==> src/rtl/ss_pkg.sv <==
package ss_pkg;
    // Source selected for the next transmit shift register value
    typedef enum logic [2:0] {
        TXL_HOLD,
        TXL_SHIFT,
        TXL_NEXT,
        TXL_FIRST,
        TXL_FILL
    } tx_load_e;
endpackage

==> src/rtl/ss_sync.sv <==
module ss_sync #(
    parameter int STAGES = 2
) (
    input  logic clk,
    input  logic rst_n,
    input  logic sck_i,
    input  logic sdi_i,
    output logic sck_rise_o,
    output logic sck_fall_o,
    output logic sdi_o
);
    typedef struct packed {
        logic [STAGES-1:0] sck_sr;
        logic [STAGES-1:0] sdi_sr;
        logic              sck_prev;
    } sync_t;

    sync_t s_d, s_q;

    always_comb begin
        s_d          = s_q;
        s_d.sck_sr   = {s_q.sck_sr[STAGES-2:0], sck_i};
        s_d.sdi_sr   = {s_q.sdi_sr[STAGES-2:0], sdi_i};
        s_d.sck_prev = s_q.sck_sr[STAGES-1];
    end

    always_ff @(posedge clk) begin
        if (!rst_n) s_q <= '0;
        else        s_q <= s_d;
    end

    assign sck_rise_o = s_q.sck_sr[STAGES-1] & ~s_q.sck_prev;
    assign sck_fall_o = ~s_q.sck_sr[STAGES-1] & s_q.sck_prev;
    assign sdi_o      = s_q.sdi_sr[STAGES-1];
endmodule

==> src/rtl/ss_txbuf.sv <==
module ss_txbuf #(
    parameter int DEPTH = 8,
    parameter int WIDTH = 8,
    localparam int AW   = $clog2(DEPTH)
) (
    input  logic             clk,
    input  logic             rst_n,
    input  logic             we_i,
    input  logic [AW-1:0]    waddr_i,
    input  logic [WIDTH-1:0] wdata_i,
    input  logic [AW-1:0]    raddr_i,
    output logic [WIDTH-1:0] rdata_o
);
    logic [WIDTH-1:0] ent_flat [DEPTH];

    for (genvar i = 0; i < DEPTH; i++) begin : g_ent
        logic [WIDTH-1:0] ent_d, ent_q;

        always_comb begin
            ent_d = ent_q;
            if (we_i && (waddr_i == AW'(i))) ent_d = wdata_i;
        end

        always_ff @(posedge clk) begin
            if (!rst_n) ent_q <= '0;
            else        ent_q <= ent_d;
        end

        assign ent_flat[i] = ent_q;
    end

    assign rdata_o = ent_flat[raddr_i];
endmodule

==> src/rtl/ss_timeout.sv <==
module ss_timeout #(
    parameter int CNT_W  = 8,
    parameter int RELOAD = 8
) (
    input  logic             clk,
    input  logic             rst_n,
    input  logic             reload_i,
    input  logic             tick_i,
    output logic             expire_o,
    output logic [CNT_W-1:0] cnt_o
);
    logic [CNT_W-1:0] cnt_d, cnt_q;

    always_comb begin
        cnt_d    = cnt_q;
        expire_o = 1'b0;
        if (reload_i) begin
            cnt_d = CNT_W'(RELOAD);
        end else if (tick_i && (cnt_q != '0)) begin
            cnt_d    = cnt_q - CNT_W'(1);
            expire_o = (cnt_q == CNT_W'(1));
        end
    end

    always_ff @(posedge clk) begin
        if (!rst_n) cnt_q <= '0;
        else        cnt_q <= cnt_d;
    end

    assign cnt_o = cnt_q;
endmodule

==> src/rtl/blk_serial_slave.sv <==
module blk_serial_slave #(
    parameter int BLOCK_LEN   = 8,
    parameter int BYTE_W      = 8,
    parameter int SYNC_STAGES = 2,
    parameter int TMO_W       = 8,
    parameter int TMO_RELOAD  = 8,
    localparam int IDX_W      = $clog2(BLOCK_LEN),
    localparam int CNT_W      = IDX_W + 1,
    localparam int BIT_W      = $clog2(BYTE_W)
) (
    input  logic              clk,
    input  logic              rst_n,
    input  logic              sck_i,
    input  logic              sdi_i,
    output logic              sdo_o,
    input  logic              tick_i,
    input  logic              tx_we_i,
    input  logic [IDX_W-1:0]  tx_waddr_i,
    input  logic [BYTE_W-1:0] tx_wdata_i,
    output logic              rx_valid_o,
    output logic [BYTE_W-1:0] rx_data_o,
    output logic [IDX_W-1:0]  rx_index_o,
    output logic              rx_overflow_o
);
    import ss_pkg::*;

    typedef struct packed {
        logic              idle;
        logic [BIT_W-1:0]  bit_cnt;
        logic [CNT_W-1:0]  byte_cnt;
        logic [BYTE_W-1:0] rx_sh;
        logic [BYTE_W-1:0] tx_sh;
        logic [BYTE_W-1:0] rx_data;
        logic              rx_valid;
        logic [IDX_W-1:0]  rx_index;
        logic              rx_ovf;
    } core_t;

    core_t st_d, st_q;

    logic              sck_rise, sck_fall, sdi_s;
    logic              byte_done, tmo_expire, blk_full, next_in_blk, idle_w;
    logic [CNT_W-1:0]  next_pos;
    logic [IDX_W-1:0]  rd_addr;
    logic [BYTE_W-1:0] rd_data, rx_next;
    logic [TMO_W-1:0]  tmo_cnt;
    tx_load_e          tx_sel;

    ss_sync #(.STAGES(SYNC_STAGES)) u_sync (
        .clk        (clk),
        .rst_n      (rst_n),
        .sck_i      (sck_i),
        .sdi_i      (sdi_i),
        .sck_rise_o (sck_rise),
        .sck_fall_o (sck_fall),
        .sdi_o      (sdi_s)
    );

    ss_txbuf #(.DEPTH(BLOCK_LEN), .WIDTH(BYTE_W)) u_txbuf (
        .clk     (clk),
        .rst_n   (rst_n),
        .we_i    (tx_we_i),
        .waddr_i (tx_waddr_i),
        .wdata_i (tx_wdata_i),
        .raddr_i (rd_addr),
        .rdata_o (rd_data)
    );

    ss_timeout #(.CNT_W(TMO_W), .RELOAD(TMO_RELOAD)) u_tmo (
        .clk      (clk),
        .rst_n    (rst_n),
        .reload_i (byte_done),
        .tick_i   (tick_i),
        .expire_o (tmo_expire),
        .cnt_o    (tmo_cnt)
    );

    // Position bookkeeping derived from registered state
    assign byte_done   = sck_rise && (st_q.bit_cnt == BIT_W'(BYTE_W - 1));
    assign blk_full    = st_q.byte_cnt >= CNT_W'(BLOCK_LEN);
    assign next_pos    = st_q.byte_cnt + CNT_W'(1);
    assign next_in_blk = next_pos < CNT_W'(BLOCK_LEN);
    assign rx_next     = {st_q.rx_sh[BYTE_W-2:0], sdi_s};
    assign idle_w      = st_q.idle;

    // Buffer read address: entry 0 when idle or realigning, else next slot
    always_comb begin
        if (st_q.idle || (tmo_expire && !byte_done)) rd_addr = '0;
        else if (next_in_blk)                      rd_addr = next_pos[IDX_W-1:0];
        else                                       rd_addr = '0;
    end

    // Select what the transmit shift register takes next
    always_comb begin
        tx_sel = TXL_HOLD;
        if (byte_done)                          tx_sel = next_in_blk ? TXL_NEXT : TXL_FILL;
        else if (tmo_expire)                    tx_sel = TXL_FIRST;
        else if (st_q.idle)                     tx_sel = TXL_FIRST;
        else if (sck_fall && st_q.bit_cnt != '0) tx_sel = TXL_SHIFT;
    end

    always_comb begin
        st_d          = st_q;
        st_d.rx_valid = 1'b0;

        if (byte_done) begin
            st_d.rx_sh    = rx_next;
            st_d.rx_data  = rx_next;
            st_d.rx_valid = 1'b1;
            st_d.rx_ovf   = blk_full;
            st_d.rx_index = blk_full ? IDX_W'(BLOCK_LEN - 1) : st_q.byte_cnt[IDX_W-1:0];
            st_d.byte_cnt = blk_full ? st_q.byte_cnt : next_pos;
            st_d.bit_cnt  = '0;
            st_d.idle     = 1'b0;
        end else if (tmo_expire) begin
            st_d.byte_cnt = '0;
            st_d.bit_cnt  = '0;
            st_d.rx_sh    = '0;
            st_d.idle     = 1'b1;
        end else if (sck_rise) begin
            st_d.rx_sh   = rx_next;
            st_d.bit_cnt = st_q.bit_cnt + BIT_W'(1);
            st_d.idle    = 1'b0;
        end

        unique case (tx_sel)
            TXL_SHIFT: st_d.tx_sh = {st_q.tx_sh[BYTE_W-2:0], 1'b1};
            TXL_NEXT:  st_d.tx_sh = rd_data;
            TXL_FIRST: st_d.tx_sh = rd_data;
            TXL_FILL:  st_d.tx_sh = '1;
            default:   st_d.tx_sh = st_q.tx_sh;
        endcase
    end

    always_ff @(posedge clk) begin
        if (!rst_n) begin
            st_q      <= '0;
            st_q.idle <= 1'b1;
        end else begin
            st_q <= st_d;
        end
    end

    assign sdo_o         = st_q.tx_sh[BYTE_W-1];
    assign rx_valid_o    = st_q.rx_valid;
    assign rx_data_o     = st_q.rx_data;
    assign rx_index_o    = st_q.rx_index;
    assign rx_overflow_o = st_q.rx_ovf;
endmodule

==> config.mk <==
export PLATFORM = sky130hd
export DESIGN_NAME = blk_serial_slave
export DESIGN_NICKNAME = d
export VERILOG_FILES = /design/src/rtl/ss_pkg.sv /design/src/rtl/ss_sync.sv /design/src/rtl/ss_txbuf.sv /design/src/rtl/ss_timeout.sv /design/src/rtl/blk_serial_slave.sv
export SDC_FILE = /design/constraint.sdc
export NUM_CORES = 1
export LEC_CHECK = 0
export CORE_MARGIN = 2
export CORE_UTILIZATION = 49
export DETAILED_ROUTE_END_ITERATION = 6
export GPL_TIMING_DRIVEN = 0
export MAX_ROUTING_LAYER = met4
export PLACE_DENSITY_LB_ADDON = 0.12
export RECOVER_POWER = 100
export SETUP_SLACK_MARGIN = 0.02
export SLEW_MARGIN = 25
export SYNTH_ARGS = -nofsm -noshare
export SYNTH_HDL_FRONTEND = slang
export SYNTH_SLANG_ARGS = --single-unit
export TNS_END_PERCENT = 5
==> constraint.sdc <==
create_clock -name clk -period 5.3 [get_ports clk]
set_clock_uncertainty 0.2 [all_clocks]
set_input_delay 0.795 -clock clk [delete_from_list [all_inputs] [get_ports clk]]
set_output_delay 0.795 -clock clk [all_outputs]
set_load 0.02 [all_outputs]
======== Word level (Yosys, flattened, before mapping) ========
Cells that the tools add are included.
word-level totals
  flip-flop bits (word level) ............. 113
  output and inout bits ................... 14
  word-level logic and storage cells ...... 97
cells by class
  add/sub/neg operators ................... 3
  order comparisons ....................... 3
  equal/unequal tests ..................... 14
  muxes and demuxes ....................... 24
  bitwise operators ....................... 6
  reductions and logical operators ........ 25
operator list
  kind                                                                number
  8-bit two-way mux                                                   4
  8-bit binary-select mux with 3-bit select                           1
  4-bit two-way mux                                                   6
  8-bit one-hot mux with 3 select lines                               1
  3-bit == test, second input constant                                6
  16-bit two-way mux                                                  1
  3-bit two-way mux                                                   5
  3-bit by 2-bit == test with 1-bit output, second input constant     4
  1-bit logical AND                                                   12
  3-bit nonzero test                                                  3
  8-bit by 1-bit == test with 1-bit output, second input constant     1
  4-bit >= comparator, second input constant                          2
  8-bit nonzero test                                                  1
  8-bit by 1-bit subtractor with 8-bit output, second input constant  1
  3-bit by 1-bit == test with 1-bit output, second input constant     2
  5-bit two-way mux                                                   1
  4-bit by 1-bit adder with 4-bit output, second input constant       1
  4-bit less-than comparator, second input constant                   1
  2-bit two-way mux                                                   2
  3-bit inverter with 4-bit output                                    1
  2-bit nonzero test                                                  2
  2-bit OR reduction                                                  2
  3-bit by 1-bit adder with 3-bit output, second input constant       1
  3-bit logical NOT                                                   1
  8 further kinds                                                     13

======== Depth between registers and ports, before layout ========
  depth after elaboration ................. 12
  depth in mapped cells ................... 9
  gate-level depth less buffers ........... 8

======== Hierarchy ========
Synthesis repeated with hierarchy kept, for this count alone.
second synthesis, totals
  cells, all modules ...................... 549
  area, all modules ....................... 5,332.6 sq um
modules (own cells, without submodules)
  module            times used  cells each  area each (sq um)  sequential area each (sq um)
  ss_txbuf          1           301         3,065.4            1,281.2
  blk_serial_slave  1           182         1,639.1            720.7
  ss_timeout        1           54          484.2              160.2
  ss_sync           1           12          143.9              100.1

======== Worst setup path before layout ========
No wires, ideal clock.
  path kind ............................... input to register
  start ................................... input tick_i
  end ..................................... register st_q[19] (netlist bit)
  library setup time ...................... 117 ps
  arrival time ............................ 1,976 ps
  data required time ...................... 4,983 ps
  slack ................................... 3,007 ps
  cell stages on the path ................. 7
  cells stage by stage .................... and3b_1 -> a41oi_1 -> nand2b_1 -> buf_2 -> a211oi_1 -> o21ai_0 -> a32o_1
on the way
  word-level cells in the longest chain between the ends .. 11
  elaborated cells between the ends (all ways) .. 19
  those cells by class .................... 4 x eq/ne; 9 x mux; 1 x bitwise; 5 x reduce/logical
ends and longest elaborated chain
  item                                                    RTL line                 RTL
  start: declaration                                      blk_serial_slave.sv:16   input logic tick_i,
  1-bit logical AND *                                     ss_timeout.sv:19         end else if (tick_i && (cnt_q != '0)) begin
  1-bit two-way mux *                                     ss_timeout.sv:19
  1-bit two-way mux *                                     ss_timeout.sv:17         if (reload_i) begin
  1-bit logical AND                                       blk_serial_slave.sv:88   if (st_q.idle || (tmo_expire && !byte_done)) rd_addr = '0;
  1-bit logical OR                                        blk_serial_slave.sv:88
  3-bit two-way mux                                       blk_serial_slave.sv:88
  3-bit inverter with 4-bit output (implied by the code)  ss_txbuf.sv:32           assign rdata_o = ent_flat[raddr_i];
  8-bit binary-select mux with 3-bit select               ss_txbuf.sv:32
  8-bit two-way mux (implied by the code) (2 in series)   ss_txbuf.sv:32
  8-bit one-hot mux with 3 select lines                   blk_serial_slave.sv:126  unique case (tx_sel)
  end signal: assignment                                  blk_serial_slave.sv:140  st_q <= st_d;
  end: declaration                                        blk_serial_slave.sv:39   core_t st_d, st_q;
Every way passes the cells marked *; elsewhere a longest branch is shown, timed or not. The select of a mux whose other input is x is not followed.
A chain may end at the register's enable or synchronous reset.

======== Final worst setup path ========
  start ................................... register st_q[33] (netlist bit)
  end ..................................... register st_q, in the netlist sdo_o
on the way
  word-level cells in the longest chain between the ends .. 11
  elaborated cells between the ends (all ways) .. 24
  those cells by class .................... 5 x eq/ne; 10 x mux; 1 x bitwise; 8 x reduce/logical
ends and longest elaborated chain
  item                                                           RTL line                                  RTL
  3-bit == test                                                  blk_serial_slave.sv:79                    assign byte_done = sck_rise && (st_q.bit_cnt == BIT_W'(BYTE_W - 1));
  1-bit logical AND                                              blk_serial_slave.sv:79
  1-bit two-way mux / 1-bit logical NOT (equally long branches)  ss_timeout.sv:17, blk_serial_slave.sv:88
  1-bit logical AND                                              blk_serial_slave.sv:88
  1-bit logical OR                                               blk_serial_slave.sv:88
  3-bit two-way mux                                              blk_serial_slave.sv:88
  3-bit inverter with 4-bit output (implied by the code)         ss_txbuf.sv:32
  8-bit binary-select mux with 3-bit select                      ss_txbuf.sv:32
  8-bit two-way mux (implied by the code) (2 in series)          ss_txbuf.sv:32
  8-bit one-hot mux with 3 select lines                          blk_serial_slave.sv:126
Parallel ways exist; a longest one is shown, timed or not. The select of a mux whose other input is x is not followed.

==> flow_summary.rst <==
.. list-table::
   :header-rows: 1

   * - Metric
     - Value
   * - Unrepaired setup endpoints after global routing
     - false
   * - Startpoint type of the worst setup path
     - flip-flop
   * - Number of global-route vias before repair
     - 4300
   * - Total half-perimeter wirelength after legalization and detailed placement
     - 9570 um
   * - Hold/Removal Path Class
     - reg2reg
   * - Post-route ant nets
     - 0
   * - Maximum number of buffers from clock root to sink
     - 2
   * - Die footprint
     - approximately 12000 um2
   * - TritonCTS clock tree
     - yes
   * - Internal cell power
     - approximately 1600 uW
   * - TritonCTS Buffers
     - 17
   * - Cell depth of the worst min-delay path
     - 1
   * - Std cell rows
     - 38
   * - Max-cap violations
     - 0
   * - CP max FO
     - 10
   * - Reg power frac
     - 43.1%
   * - Result of the run
     - finished, final reports clean
   * - Global-route usage over all layers
     - a little over a quarter
   * - GPL Wtd Cong
     - 0.913
   * - Synthesized area
     - approximately 5300 um2
   * - Boundary Pins
     - 31
   * - Synthesized area per cell
     - 8.08 um2
   * - Relative slew slack
     - between 30% and 40%
   * - H-tree depth reported by CTS
     - 4
   * - Pre-Repair DR Iteration Count
     - 5
   * - Clock power share
     - between 40% and 50%
   * - Net count after synthesis
     - about 680
   * - Routed via count
     - 4645
   * - Time the final worst path needs with I/O delays and setup
     - 3100 ps
   * - Total overflow reported by the global router
     - 0
   * - X dimension of the die
     - between 100 and 150 um
   * - Critical path type
     - reg2reg
   * - Final clock period utilization by the worst path
     - 58.6%
   * - Cell count after synthesis
     - ~660
   * - Fraction of final layout cells sized beyond drive strength 1
     - under 10%
   * - Final Setup Violations
     - 0
   * - Post-cts gate resize count
     - 0
   * - Clock slew at the register clock pins of the worst setup and hold paths
     - 50 ps
   * - Critical path required time
     - 5550 ps
   * - DRT iter0 DRCs
     - 330
   * - DRC viols
     - 0
   * - Switch share
     - 26.2%
   * - First-pass GRT wire length
     - 22300 um
   * - Die H
     - approximately 110 um
   * - Slew @ Worst Pin
     - slightly above 1000 ps
   * - PortBufs
     - 19
   * - Clock network latency to the later pin of the worst-skew pair
     - about 530 ps
   * - Avg Vias per Cell
     - around 5.5
   * - Hold Vio Cnt, Final
     - 0
   * - Worst flop-to-flop path endpoint
     - sdo_o
   * - Switching power
     - between 500 and 600 uW
   * - Maximum vdd drop
     - between 0.2 and 0.25 mV
   * - Crit. End Element
     - flip-flop
   * - Setup fix buffers added after clock tree synthesis
     - 0
   * - Min-Delay Endpoint
     - u_sync.sdi_o
   * - Setup_tns
     - 0 ps
   * - Aggregate routed wire length
     - approximately 14000 um
   * - Sequential cell area fraction in the yosys report
     - between 40% and 50%
   * - Root buffer cell
     - sky130_fd_sc_hd__clkbuf_8
   * - Number of warnings printed during yosys synthesis
     - 0
   * - Hold Crit Start
     - u_sync.s_d[2]
   * - Routed wire length per instance
     - 16.3 um
   * - Inst Count DP
     - between 800 and 900
   * - Share of total power in combinational logic
     - a little under an eighth
   * - Largest net degree at the start of global routing
     - 17
   * - Flip-flop and latch count after synthesis
     - 113
   * - Worst Reg2Reg Path Length in Cells
     - 8
   * - Data arrival time of the critical path
     - 3350 ps
   * - Top flip-flop cell by instance count after synthesis
     - sky130_fd_sc_hd__dfxtp_1
   * - Max Slew Vio Count
     - 0
   * - Max Clock Freq
     - 322 MHz
   * - Core footprint
     - between 10000 and 15000 um2
   * - Area added between synthesis and finish
     - 15.8%
   * - Number of hold-repair buffers added at the cts stage
     - 0
   * - Clk sink count
     - roughly 110
   * - Setup slack of the worst register-to-register path
     - around 2200 ps
   * - Static leakage power
     - 0.00219 uW
   * - Distinct cell type count of the synthesized netlist
     - 55
   * - Startpoint of the worst-slack reg-to-reg timing path
     - st_q[33]
   * - Fraction of registers with async set or reset after synthesis
     - 0%
   * - Number of flops mapped to enable cells by yosys
     - 0
   * - Power Density
     - 353 nW/um2
   * - Antenna violations before repair
     - 0
   * - Effective utilization at floorplan
     - 49.7%
   * - N_diodes
     - 0
   * - Number of nets in the final layout
     - between 700 and 800
   * - Post-layout instance count excluding filler cells
     - approximately 850
[sequential cells by signal (all words and copies together) (netlist names)]
signal               flops
idle_w                   1
rx_data_o                8
rx_index_o               3
rx_next                  7
rx_overflow_o            1
rx_valid_o               1
sdo_o                    1
st_q                    14
u_sync.s_d               3
u_sync.s_q               1
u_sync.sdi_o             1
u_tmo.cnt_o              8
u_txbuf.g_ent.ent_q     64
[Yosys cell counts (all sizes together), types with 4 or more instances]
cell type | number | area, um2
xnor2 | 5 | 43.8
nor2b | 14 | 87.6
buf | 34 | 193
a21oi | 43 | 215
inv | 9 | 33.8
and2 | 19 | 119
mux2i | 12 | 120
nor2 | 28 | 113
clkbuf | 18 | 68.8
a22oi | 6 | 45.0
nand2 | 183 | 689
nand3 | 11 | 55.1
dfxtp | 113 | 2260
nor3 | 6 | 35.0
ha | 8 | 100
a211oi | 10 | 75.1
nand2b | 5 | 31.3
o21ai | 17 | 85.1
a21boi | 70 | 526
a32o | 5 | 50.1
nor3b | 5 | 42.5
nand3b | 4 | 30.0
[layout by cell type (no fill, tap or decap), types with 10 or more instances in the layout]
cell                            netlist  layout
sky130_fd_sc_hd__mux2i_1             12      12
sky130_fd_sc_hd__nand2_1            182     182
sky130_fd_sc_hd__and2_1              19      16
sky130_fd_sc_hd__a21oi_1             43      43
sky130_fd_sc_hd__a21boi_0            70      70
sky130_fd_sc_hd__nor2b_1             14      14
sky130_fd_sc_hd__a211oi_1            10      10
sky130_fd_sc_hd__nand3_1             11      11
sky130_fd_sc_hd__nor2_1              25      27
sky130_fd_sc_hd__clkbuf_16            0      16
sky130_fd_sc_hd__buf_4               12      12
sky130_fd_sc_hd__dlygate4sd3_1        0      16
sky130_fd_sc_hd__dfxtp_1            113     113
sky130_fd_sc_hd__clkbuf_1            17      24
sky130_fd_sc_hd__o21ai_0             17      17
[worst max-delay path, stage by stage (launching register included)]
cell and delay (ps):
sky130_fd_sc_hd__dfxtp_1 340, sky130_fd_sc_hd__ha_1 210, sky130_fd_sc_hd__ha_1 200, sky130_fd_sc_hd__nand3b_1 180
sky130_fd_sc_hd__clkbuf_1 420, sky130_fd_sc_hd__nand2_1 330, sky130_fd_sc_hd__nor3_1 810, sky130_fd_sc_hd__nand2_1 120
sky130_fd_sc_hd__a32oi_1 210
[power groups by stage]
stage	Clock [uW]	Combinational, uW	Sequential (uW)
floorplan	0	218	944
global placement	0	269	950
detailed placement	0	278	953
CTS	981	279	936
global route	1020	295	941
finish	972	261	936
[how the worst max path moves through the flow]
stage | slack, ps | from | end
2_1_floorplan | 3010 | tick_i | st_q[19]
3_3_place_gp | 2180 | tick_i | st_q[18]
3_5_place_dp | 2130 | tick_i | st_q[18]
4_1_cts | 2660 | st_q[33] | st_q[18]
5_1_grt | 1910 | st_q[33] | sdo_o
6_report | 2200 | st_q[33] | sdo_o
[final cells by class]
type	count	area, um2
fillers	1021	4550
multi-input cells	484	2730
flip-flops and latches	113	2260
clock buffers	22	463
plain buffers	52	258
repair buffers	19	190
well taps	140	175
clock inverters	7	37.5
inverters	9	33.8
[logic make-up after synthesis]
kind of cell	synth area share [%]
AND/OR/NAND/NOR	24.7
multiplexers	2.26
AO/OA/AOI/OAI	21.7
flip-flops	42.6
adder cells (fa/ha/maj)	1.88
buffers and inverters	5.56
XOR/XNOR	1.32
[per-stage QoR]
stage	utilization, %	setup WS, ps	hold slack, ps	instance area [um2]	power [uW]
after floorplan	-	3010	212	5310	1160
after global placement	53.1	2180	215	5680	1220
after detailed placement	53.1	2130	221	5680	1230
after CTS	57.8	2660	234	6180	2200
after global routing	57.5	1910	239	6150	2260
final	57.5	2200	234	6150	2170
[layer usage]
layer  share of wire [%]  vias to the layer above  global-route usage [%]
li1                    -                     2295                       -
met1                  45                     2188                    33.3
met2                  47                      128                    40.5
met3                 5.3                       34                    5.61
met4                 2.4                        0                    10.7
met5                   0                        -                       -
Note: power is estimated with default switching activity, not from simulation.
